### src/rtl/fwp_pkg.sv
package fwp_pkg;

   typedef enum logic [1:0] {
      ST_IDLE  = 2'd0,
      ST_FILL  = 2'd1,
      ST_ISSUE = 2'd2,
      ST_DONE  = 2'd3
   } fwp_state_e;

endpackage

### src/rtl/fwp_lane_buf.sv
module fwp_lane_buf #(
   parameter int          WORD_BYTES = 4,
   parameter logic [7:0]  ERASED     = 8'hFF,
   localparam int         LANE_W     = $clog2(WORD_BYTES),
   localparam int         DATA_W     = 8 * WORD_BYTES
) (
   input  logic              clk,
   input  logic              rst_n,
   input  logic              clear,
   input  logic              load,
   input  logic [LANE_W-1:0] lane_sel,
   input  logic [7:0]        byte_in,
   output logic [DATA_W-1:0] word_out
);

   for (genvar g = 0; g < WORD_BYTES; g++) begin : g_lane
      logic [7:0] lane_q;
      always_ff @(posedge clk) begin
         if (!rst_n) begin
            lane_q <= ERASED;
         end else if (clear) begin
            lane_q <= ERASED;
         end else if (load && lane_sel == LANE_W'(g)) begin
            lane_q <= byte_in;
         end
      end
      assign word_out[8*g +: 8] = lane_q;
   end

   // a cleared buffer presents the erased value in every lane
   a_r2_clear_erased: assert property (@(posedge clk) disable iff (!rst_n)
      clear |=> word_out == {WORD_BYTES{ERASED}});

endmodule

### src/rtl/fwp_tally.sv
module fwp_tally #(
   parameter int LEN_W = 16,
   parameter int ADD_W = 3
) (
   input  logic             clk,
   input  logic             rst_n,
   input  logic             clr,
   input  logic             add_en,
   input  logic [ADD_W-1:0] add_val,
   output logic [LEN_W-1:0] total
);

   logic [LEN_W-1:0] total_q;

   always_ff @(posedge clk) begin
      if (!rst_n) begin
         total_q <= '0;
      end else if (clr) begin
         total_q <= '0;
      end else if (add_en) begin
         total_q <= total_q + LEN_W'(add_val);
      end
   end

   assign total = total_q;

   // the tally never moves backwards within a transfer
   a_r7_tally_monotonic: assert property (@(posedge clk) disable iff (!rst_n)
      !clr |=> total >= $past(total));

endmodule

### src/rtl/fwp_ctrl.sv
module fwp_ctrl
   import fwp_pkg::*;
#(
   parameter int ADDR_W     = 32,
   parameter int LEN_W      = 16,
   parameter int WORD_BYTES = 4,
   localparam int LANE_W    = $clog2(WORD_BYTES),
   localparam int CNT_W     = LANE_W + 1
) (
   input  logic              clk,
   input  logic              rst_n,
   input  logic              req_valid,
   output logic              req_ready,
   input  logic [ADDR_W-1:0] req_addr,
   input  logic [LEN_W-1:0]  req_len,
   input  logic              byte_valid,
   output logic              byte_ready,
   output logic              wr_valid,
   output logic [ADDR_W-1:0] wr_addr,
   input  logic              wr_ack,
   input  logic              wr_fail,
   output logic              buf_clear,
   output logic              buf_load,
   output logic [LANE_W-1:0] buf_lane,
   output logic              tally_clr,
   output logic              tally_add,
   output logic [CNT_W-1:0]  tally_val,
   output logic              done_valid,
   output logic              done_err
);

   fwp_state_e        st_q;
   logic [ADDR_W-1:0] addr_q;
   logic [LEN_W-1:0]  left_q;
   logic [LANE_W-1:0] lane_q;
   logic [CNT_W-1:0]  held_q;
   logic              err_q;

   logic take_req, take_byte, word_full, wr_pass, wr_bad;

   assign take_req  = (st_q == ST_IDLE) && req_valid;
   assign take_byte = (st_q == ST_FILL) && byte_valid;
   assign word_full = take_byte &&
                      ((lane_q == LANE_W'(WORD_BYTES - 1)) || (left_q == LEN_W'(1)));
   assign wr_pass   = (st_q == ST_ISSUE) && wr_ack && !wr_fail;
   assign wr_bad    = (st_q == ST_ISSUE) && wr_ack && wr_fail;

   assign req_ready  = (st_q == ST_IDLE);
   assign byte_ready = (st_q == ST_FILL);
   assign wr_valid   = (st_q == ST_ISSUE);
   assign wr_addr    = addr_q;
   assign done_valid = (st_q == ST_DONE);
   assign done_err   = err_q;

   assign buf_clear  = take_req || wr_pass;
   assign buf_load   = take_byte;
   assign buf_lane   = lane_q;
   assign tally_clr  = take_req;
   assign tally_add  = wr_pass;
   assign tally_val  = held_q;

   always_ff @(posedge clk) begin
      if (!rst_n) begin
         st_q   <= ST_IDLE;
         addr_q <= '0;
         left_q <= '0;
         lane_q <= '0;
         held_q <= '0;
         err_q  <= 1'b0;
      end else begin
         unique case (st_q)
            ST_IDLE: begin
               if (take_req) begin
                  addr_q <= {req_addr[ADDR_W-1:LANE_W], {LANE_W{1'b0}}};
                  lane_q <= req_addr[LANE_W-1:0];
                  left_q <= req_len;
                  held_q <= '0;
                  err_q  <= 1'b0;
                  st_q   <= (req_len == '0) ? ST_DONE : ST_FILL;
               end
            end
            ST_FILL: begin
               if (take_byte) begin
                  lane_q <= lane_q + LANE_W'(1);
                  left_q <= left_q - LEN_W'(1);
                  held_q <= held_q + CNT_W'(1);
                  if (word_full) st_q <= ST_ISSUE;
               end
            end
            ST_ISSUE: begin
               if (wr_bad) begin
                  err_q <= 1'b1;
                  st_q  <= ST_DONE;
               end else if (wr_pass) begin
                  held_q <= '0;
                  lane_q <= '0;
                  addr_q <= addr_q + ADDR_W'(WORD_BYTES);
                  st_q   <= (left_q == '0) ? ST_DONE : ST_FILL;
               end
            end
            ST_DONE: begin
               st_q <= ST_IDLE;
            end
            default: st_q <= ST_IDLE;
         endcase
      end
   end

   // word writes always target an aligned address
   a_r1_aligned: assert property (@(posedge clk) disable iff (!rst_n)
      wr_valid |-> wr_addr[LANE_W-1:0] == '0);

   // a pending write keeps its address until acknowledged
   a_r9_hold_addr: assert property (@(posedge clk) disable iff (!rst_n)
      (wr_valid && !wr_ack) |=> (wr_valid && $stable(wr_addr)));

   // a failed write ends the transfer with the error flag
   a_r8_fail_stop: assert property (@(posedge clk) disable iff (!rst_n)
      (wr_valid && wr_ack && wr_fail) |=> (done_valid && done_err));

   // a zero-length request ends in the next cycle without error
   a_r6_zero_len: assert property (@(posedge clk) disable iff (!rst_n)
      (req_valid && req_ready && req_len == '0) |=> (done_valid && !done_err));

   // done is a single pulse followed by idle
   a_r10_done_pulse: assert property (@(posedge clk) disable iff (!rst_n)
      done_valid |=> (!done_valid && req_ready));

   // bytes are never accepted while a write is pending
   a_r10_no_overlap: assert property (@(posedge clk) disable iff (!rst_n)
      !(byte_ready && wr_valid));

endmodule

### src/rtl/flash_word_packer.sv
module flash_word_packer #(
   parameter int         ADDR_W      = 32,
   parameter int         LEN_W       = 16,
   parameter int         WORD_BYTES  = 4,
   parameter logic [7:0] ERASED_BYTE = 8'hFF,
   localparam int        LANE_W      = $clog2(WORD_BYTES),
   localparam int        DATA_W      = 8 * WORD_BYTES,
   localparam int        CNT_W       = LANE_W + 1
) (
   input  logic              clk,
   input  logic              rst_n,
   input  logic              req_valid,
   output logic              req_ready,
   input  logic [ADDR_W-1:0] req_addr,
   input  logic [LEN_W-1:0]  req_len,
   input  logic              byte_valid,
   output logic              byte_ready,
   input  logic [7:0]        byte_data,
   output logic              wr_valid,
   output logic [ADDR_W-1:0] wr_addr,
   output logic [DATA_W-1:0] wr_data,
   input  logic              wr_ack,
   input  logic              wr_fail,
   output logic              done_valid,
   output logic              done_err,
   output logic [LEN_W-1:0]  done_bytes
);

   if (WORD_BYTES < 2 || (WORD_BYTES & (WORD_BYTES - 1)) != 0) begin : g_bad_word
      $error("WORD_BYTES must be a power of two, at least 2");
   end
   if (ADDR_W <= LANE_W) begin : g_bad_addr
      $error("ADDR_W must exceed the lane index width");
   end
   if (LEN_W < 1) begin : g_bad_len
      $error("LEN_W must be at least 1");
   end

   logic              buf_clear, buf_load, tally_clr, tally_add;
   logic [LANE_W-1:0] buf_lane;
   logic [CNT_W-1:0]  tally_val;

   fwp_ctrl #(
      .ADDR_W     (ADDR_W),
      .LEN_W      (LEN_W),
      .WORD_BYTES (WORD_BYTES)
   ) u_ctrl (
      .clk        (clk),
      .rst_n      (rst_n),
      .req_valid  (req_valid),
      .req_ready  (req_ready),
      .req_addr   (req_addr),
      .req_len    (req_len),
      .byte_valid (byte_valid),
      .byte_ready (byte_ready),
      .wr_valid   (wr_valid),
      .wr_addr    (wr_addr),
      .wr_ack     (wr_ack),
      .wr_fail    (wr_fail),
      .buf_clear  (buf_clear),
      .buf_load   (buf_load),
      .buf_lane   (buf_lane),
      .tally_clr  (tally_clr),
      .tally_add  (tally_add),
      .tally_val  (tally_val),
      .done_valid (done_valid),
      .done_err   (done_err)
   );

   fwp_lane_buf #(
      .WORD_BYTES (WORD_BYTES),
      .ERASED     (ERASED_BYTE)
   ) u_buf (
      .clk      (clk),
      .rst_n    (rst_n),
      .clear    (buf_clear),
      .load     (buf_load),
      .lane_sel (buf_lane),
      .byte_in  (byte_data),
      .word_out (wr_data)
   );

   fwp_tally #(
      .LEN_W (LEN_W),
      .ADD_W (CNT_W)
   ) u_tally (
      .clk     (clk),
      .rst_n   (rst_n),
      .clr     (tally_clr),
      .add_en  (tally_add),
      .add_val (tally_val),
      .total   (done_bytes)
   );

   // data of a pending write is held until acknowledged
   a_r9_hold_data: assert property (@(posedge clk) disable iff (!rst_n)
      (wr_valid && !wr_ack) |=> $stable(wr_data));

endmodule

### config.mk
export PLATFORM = sky130hd
export DESIGN_NAME = flash_word_packer
export DESIGN_NICKNAME = d
export VERILOG_FILES = /design/src/rtl/fwp_pkg.sv /design/src/rtl/fwp_lane_buf.sv /design/src/rtl/fwp_tally.sv /design/src/rtl/fwp_ctrl.sv /design/src/rtl/flash_word_packer.sv
export SDC_FILE = /design/constraint.sdc
export NUM_CORES = 1
export LEC_CHECK = 0
export ABC_AREA = 1
export ABC_CLOCK_PERIOD_IN_PS = 3950
export CORE_AREA = 3 3 108 110
export CTS_BUF_LIST = sky130_fd_sc_hd__clkbuf_8
export DETAILED_ROUTE_END_ITERATION = 6
export DIE_AREA = 0 0 111 113
export GPL_TIMING_DRIVEN = 1
export PLACE_DENSITY = 0.83
export SYNTH_ARGS = -nofsm -noshare
export SYNTH_HDL_FRONTEND = slang
export SYNTH_SLANG_ARGS = --single-unit
export TNS_END_PERCENT = 5
### constraint.sdc
create_clock -name clk -period 3.95 [get_ports clk]
set_clock_uncertainty 0.05 [all_clocks]
set_input_delay 0.9875 -clock clk [delete_from_list [all_inputs] [get_ports clk]]
set_output_delay 0.9875 -clock clk [all_outputs]
set_load 0.02 [all_outputs]
==> results.json, run 1 <==
{
  "status": "completed",
  "overflow": 0,
  "path_clk_slew_ns": 0.10,
  "yosysUniqueCellTypes": 35,
  "hold_viol": 0,
  "grt_max_degree": 41,
  "cts_root_buf": "clkbuf_8",
  "ctsResizeCount": 0,
  "rows": 38,
  "numCtsBuffers": 9,
  "seq_area_frac_synth_pct": 34.9,
  "cellPowerDensity_mw_per_mm2": 609,
  "track_usage_pct": 26.1,
  "post_synth_instance_area_mm2": 0.00585,
  "drt_iter0_drc": 543,
  "ios": 147,
  "final_antenna_net_count": 0,
  "syn_inst": 956,
  "initial_core_util_pct": 54.2,
  "cts_setup_buffers": 0,
  "grt_pass1_wl_um": 27900,
  "cp.arrival_ns": 2.09,
  "worstSkewPairLatency_ns": 0.38,
  "post_drt_wl_per_cell_um": 13.3,
  "cts_max_level": 3,
  "timing.final.crit_period_ns": 3.12,
  "nets": 1169,
  "p_sw_uw": 2220,
  "synth-main-ff-cell": "dfxtp_1",
  "clock-sinks": 102,
  "first_pass_iters": 5,
  "async_flop_share_pct": 0,
  "fmax_mhz": 320,
  "rsz0062_at_grt": "false",
  "grt_pass1_vias": 5971,
  "num_vias": 6574,
  "fin_util_pct": 70.4,
  "p_leak_uw": 0.00309,
  "tightestPinTransition_ns": 0.836,
  "synth.avg_cell_area_um2": 6.12,
  "yosys_register_bits": 102,
  "switching_share_pct": 48.1,
  "vdd_drop_max_mv": 0.388,
  "drive_gt1_share_pct": 3.56,
  "die_w_um": 111,
  "area_delta_synth_final_pct": 29.9,
  "critPathRequiredTime_ns": 2.91,
  "seq_power_share_pct": 32.8,
  "grt_antenna_before_repair": 0,
  "die_area_mm2": 0.0125,
  "hold_class": "register to register",
  "cp-end-kind": "output pin",
  "p_int_uw": 2400,
  "core_mm2": 0.0108,
  "routabilityCongestion": 0.946,
  "ys_warn_count": 0,
  "portBuffers": 144,
  "hpwl_um": 12300,
  "cts_buffer_depth": 2,
  "cap_violations": 0,
  "setup_viol": 0,
  "diodes": 0,
  "drv_slew": 0,
  "synth_edf_count": 0,
  "crit_type": "register to output pin",
  "finalCritPeriodShare_pct": 79.1,
  "relSlewSlack_pct": 44.2,
  "path_max_fanout": 26,
  "ctsHoldBuffers": 0,
  "power_frac_clock_pct": 14.8,
  "power_frac_comb_pct": 52.4,
  "drc_errors": 0,
  "wirelength_um": 16500,
  "die-height_um": 113,
  "cts_tree": "done",
  "fin_tns_setup_ns": 0,
  "critPathLaunchType": "register",
  "via_per_inst": 5.32
}
==> sequential cells by signal, summed over array words and instances, names as in the netlist <==
register             flops
u_tally.total           16
u_ctrl.buf_lane          2
u_buf.g_lane.lane_q     32
u_ctrl.left_q           16
u_ctrl.tally_val         3
u_ctrl.done_err          1
u_ctrl.st_q              2
u_ctrl.wr_addr          30
==> cell usage in the layout (no fill, tap or decap), types with 6 or more instances in the layout <==
cell type | synthesis | routed
dfxtp_1 | 102 | 102
buf_4 | 3 | 7
nor3_1 | 6 | 6
nand2_1 | 306 | 306
nor2_1 | 169 | 168
o21ai_0 | 41 | 41
nand4_1 | 8 | 8
a21oi_1 | 64 | 64
ha_1 | 16 | 15
clkdlybuf4s50_1 | 0 | 144
nand3_1 | 87 | 87
inv_1 | 75 | 75
clkbuf_8 | 0 | 9
==> cells in the mapped netlist (6+ instances only) <==
library cell	count	share of area, %
nand2_1	306	20
nor2_1	169	11
dfxtp_1	102	35
nand3_1	87	7.4
inv_1	75	4.8
a21oi_1	64	5.5
o21ai_0	41	3.5
ha_1	16	3.4
clkbuf_1	13	0.83
buf_2	12	1.0
nand4_1	8	0.86
nor3_1	6	0.51
==> layout make-up <==
class,instances,area [um^2]
Clock buffer,9,124
Fill cell,1024,3200
Sequential cell,102,2040
Inverter,80,300
Timing Repair Buffer,151,1490
Tap cell,140,175
Multi-Input combinational cell,746,3380
Clock inverter,7,81.3
==> worst max-delay path: stages, from the launching register on <==
cell             delay [ns]
dfxtp_1                0.35
inv_1                  0.13
ha_2                   0.52
clkdlybuf4s50_1        0.73
==> worst paths after layout <==
kind,from,endpoint,slack [ns],depth (start not counted)
max reg2reg,u_ctrl.st_q[0],u_ctrl.wr_addr[9],1.41,10
max,u_ctrl.st_q[0],wr_valid,0.83,3
min,u_ctrl.left_q[9],u_ctrl.left_q[9],0.43,2
min reg2reg,u_ctrl.left_q[9],u_ctrl.left_q[9],0.43,2
==> through the flow <==
step	hold slack, ns	power (uW)	area, um^2	std cells	setup slack, ns
4_1_cts	0.435	4610	7600	1235	0.822
3_5_place_dp	0.410	3930	7390	1219	1.02
6_report	0.434	4630	7600	1235	0.826
3_3_place_gp	0.403	3880	7390	1219	1.09
5_1_grt	0.466	5030	7600	1235	0.702
2_1_floorplan	0.402	3180	5850	957	1.91
==> power groups by stage <==
stage	Clock, uW	Sequential [uW]	Combinational, uW
2_1_floorplan	0	1600	1580
3_3_place_gp	0	1530	2350
3_5_place_dp	0	1530	2400
4_1_cts	691	1510	2410
5_1_grt	736	1550	2740
6_report	684	1520	2420
==> metal layers <==
metal / GRT usage, % / part of all wire, %
met5: 0 / 0
met4: 7.39 / 1.5
met3: 3.74 / 6.8
met2: 41.5 / 44
met1: 37.1 / 47
==> kinds of logic after synthesis <==
kind of cell	after synthesis	synth area share (%)
AND/OR/NAND/NOR	591	41.1
buffers and inverters	109	7.44
other	1	0.0641
flip-flops	102	34.9
AO/OA/AOI/OAI	132	12.1
XOR/XNOR	4	0.599
adder cells (fa/ha/maj)	17	3.76
(Power assumes the default switching activity.)
==> run 2: changes to the inputs <==
--- a/config.mk
+++ b/config.mk
@@ -6,13 +6,13 @@
 export NUM_CORES = 1
 export LEC_CHECK = 0
 export ABC_AREA = 1
-export ABC_CLOCK_PERIOD_IN_PS = 3950
-export CORE_AREA = 3 3 108 110
+export ABC_CLOCK_PERIOD_IN_PS = 3000
+export CORE_AREA = 3 3 112 114
 export CTS_BUF_LIST = sky130_fd_sc_hd__clkbuf_8
 export DETAILED_ROUTE_END_ITERATION = 6
-export DIE_AREA = 0 0 111 113
+export DIE_AREA = 0 0 115 117
 export GPL_TIMING_DRIVEN = 1
-export PLACE_DENSITY = 0.83
+export PLACE_DENSITY = 0.78
 export SYNTH_ARGS = -nofsm -noshare
 export SYNTH_HDL_FRONTEND = slang
 export SYNTH_SLANG_ARGS = --single-unit
==> constraint.sdc (replaced) <==
create_clock -name clk -period 3 [get_ports clk]
set_clock_uncertainty 0.05 [all_clocks]
set_input_delay 0.75 -clock clk [delete_from_list [all_inputs] [get_ports clk]]
set_output_delay 0.75 -clock clk [all_outputs]
set_load 0.02 [all_outputs]
==> results.json, run 2 (synthesis gave the netlist of run 1 again) <==
{
  "fmax_mhz": 376,
  "hold_viol": 0,
  "crit_type": "register to output pin",
  "cts_max_level": 3,
  "crit_slowest_cell": "clkdlybuf4s50_1",
  "cp-end-kind": "output pin",
  "gr-usage-met3_pct": 3.14,
  "track_usage_pct": 23.9,
  "wirelength_um": 16400,
  "area_delta_synth_final_pct": 30.7,
  "rr_worst_depth": 9,
  "busiest_layer": "met2",
  "die-height_um": 117,
  "via_per_inst": 5.22,
  "worstHoldEndpoint": "u_buf.g_lane[0].lane_q[0]",
  "path_max_fanout": 11,
  "cts_root_buf": "clkbuf_8",
  "rsz0062_at_grt": "false",
  "final_antenna_net_count": 0,
  "die_area_mm2": 0.0135,
  "post_drt_wl_per_cell_um": 13.2,
  "drt_iter0_drc": 590,
  "fin_tns_setup_ns": 0,
  "numCtsBuffers": 9,
  "die_w_um": 115,
  "overflow": 0,
  "p_leak_uw": 0.00311,
  "finalCritPeriodShare_pct": 88.7,
  "cellPowerDensity_mw_per_mm2": 795,
  "setup_viol": 0,
  "use_met2_pct": 38.2,
  "cts_buffer_depth": 2,
  "hold_class": "register to register",
  "instances_no_fill": 1244,
  "cap_violations": 0,
  "initial_core_util_pct": 50.8,
  "grt_pass1_vias": 5649,
  "whs_ns": 0.437,
  "grt_pass1_wl_um": 26500,
  "hold_depth": 2,
  "drive_gt1_share_pct": 4.00,
  "regMostFlops": "u_buf.g_lane.lane_q",
  "timing.final.crit_period_ns": 2.66,
  "critPathLaunchType": "register",
  "drc_errors": 0,
  "cts_setup_buffers": 0,
  "first_pass_iters": 5,
  "ios": 147,
  "hpwl_um": 12300,
  "cts_tree": "done",
  "layout_common_cells": "nand2_1, nor2_1, clkdlybuf4s50_1",
  "cp_cell_sequence": "inv_1, ha_2, clkdlybuf4s50_1",
  "grt_max_degree": 49,
  "core_mm2": 0.0115,
  "ctsHoldBuffers": 0,
  "num_vias": 6494,
  "routabilityCongestion": 0.937,
  "hp-start": "u_buf.g_lane[0].lane_q[0]",
  "r2r-end": "u_ctrl.wr_addr[9]",
  "crit_buf_inv": 2,
  "grt_antenna_before_repair": 0,
  "layout_commonest_cell": "nand2_1",
  "met1_usage_pct": 33.7,
  "reg2reg_from": "u_ctrl.st_q[0]",
  "crit_family": "buffers and inverters",
  "nets": 1174,
  "portBuffers": 144,
  "largest_reg_flops": 32,
  "path_clk_slew_ns": 0.12,
  "rows": 39,
  "placedCellCount": 1227,
  "drv_slew": 0,
  "critPathRequiredTime_ns": 2.20,
  "ff2ff_setup_slack_ns": 0.89,
  "clock-sinks": 102,
  "worstSkewPairLatency_ns": 0.39,
  "cp.arrival_ns": 1.86,
  "max_stage_delay_ns": 0.68,
  "status": "completed",
  "ctsResizeCount": 0,
  "vdd_drop_max_mv": 0.503
}
run 2: stage by stage:
stage                     setup slack [ns]  cell area (um^2)  power (uW)  utilization [%]
after CTS                            0.317              7640        6070             66.4
after global placement               0.559              7430        5130             64.5
after global routing                 0.275              7640        6610             66.4
after floorplan                       1.16              5850        4190                -
final                                0.338              7640        6080             66.4
after detailed placement             0.505              7430        5160             64.5
run 2: per-layer routing:
layer / routed length, um / vias up
li1: - / 3342
met1: 7650 / 2885
met2: 7290 / 246
met3: 1210 / 21
met4: 253 / 0
met5: 0 / -
run 2: power by group:
group	total, uW	internal [uW]	leakage [uW]	switching, uW
registers	1990	1650	0.000832	346
logic	3180	1200	0.00218	1980
clock network	901	338	0.000105	563
total	6080	3180	0.00311	2890
run 2: worst max path at each step:
stage | startpoint | to | slack [ns] | depth (start not counted)
after floorplan | u_ctrl.st_q[0] | u_ctrl.tally_val[0] | 1.16 | 9
after CTS | u_ctrl.st_q[0] | wr_valid | 0.32 | 3
after global routing | u_ctrl.st_q[0] | wr_valid | 0.27 | 3
final | u_ctrl.st_q[0] | wr_valid | 0.34 | 3
after global placement | rst_n | u_buf.g_lane[0].lane_q[0] | 0.56 | 5
after detailed placement | wr_ack | u_ctrl.tally_val[0] | 0.50 | 8
run 2: layout make-up:
class                           count  area [um^2]
Clock inverter                      7         83.8
Antenna cell                        1         2.50
Timing Repair Buffer              156         1530
Tap cell                          143          179
Inverter                           80          300
Sequential cell                   102         2040
Clock buffer                        9          124
Fill cell                        1057         3870
Multi-Input combinational cell    746         3380
run 2: worst min-delay path, delay by kind of cell, from the launching register on:
family,cells,cell delay [ns]
and+or+nand+nor,2,0.11
DFF,1,0.35
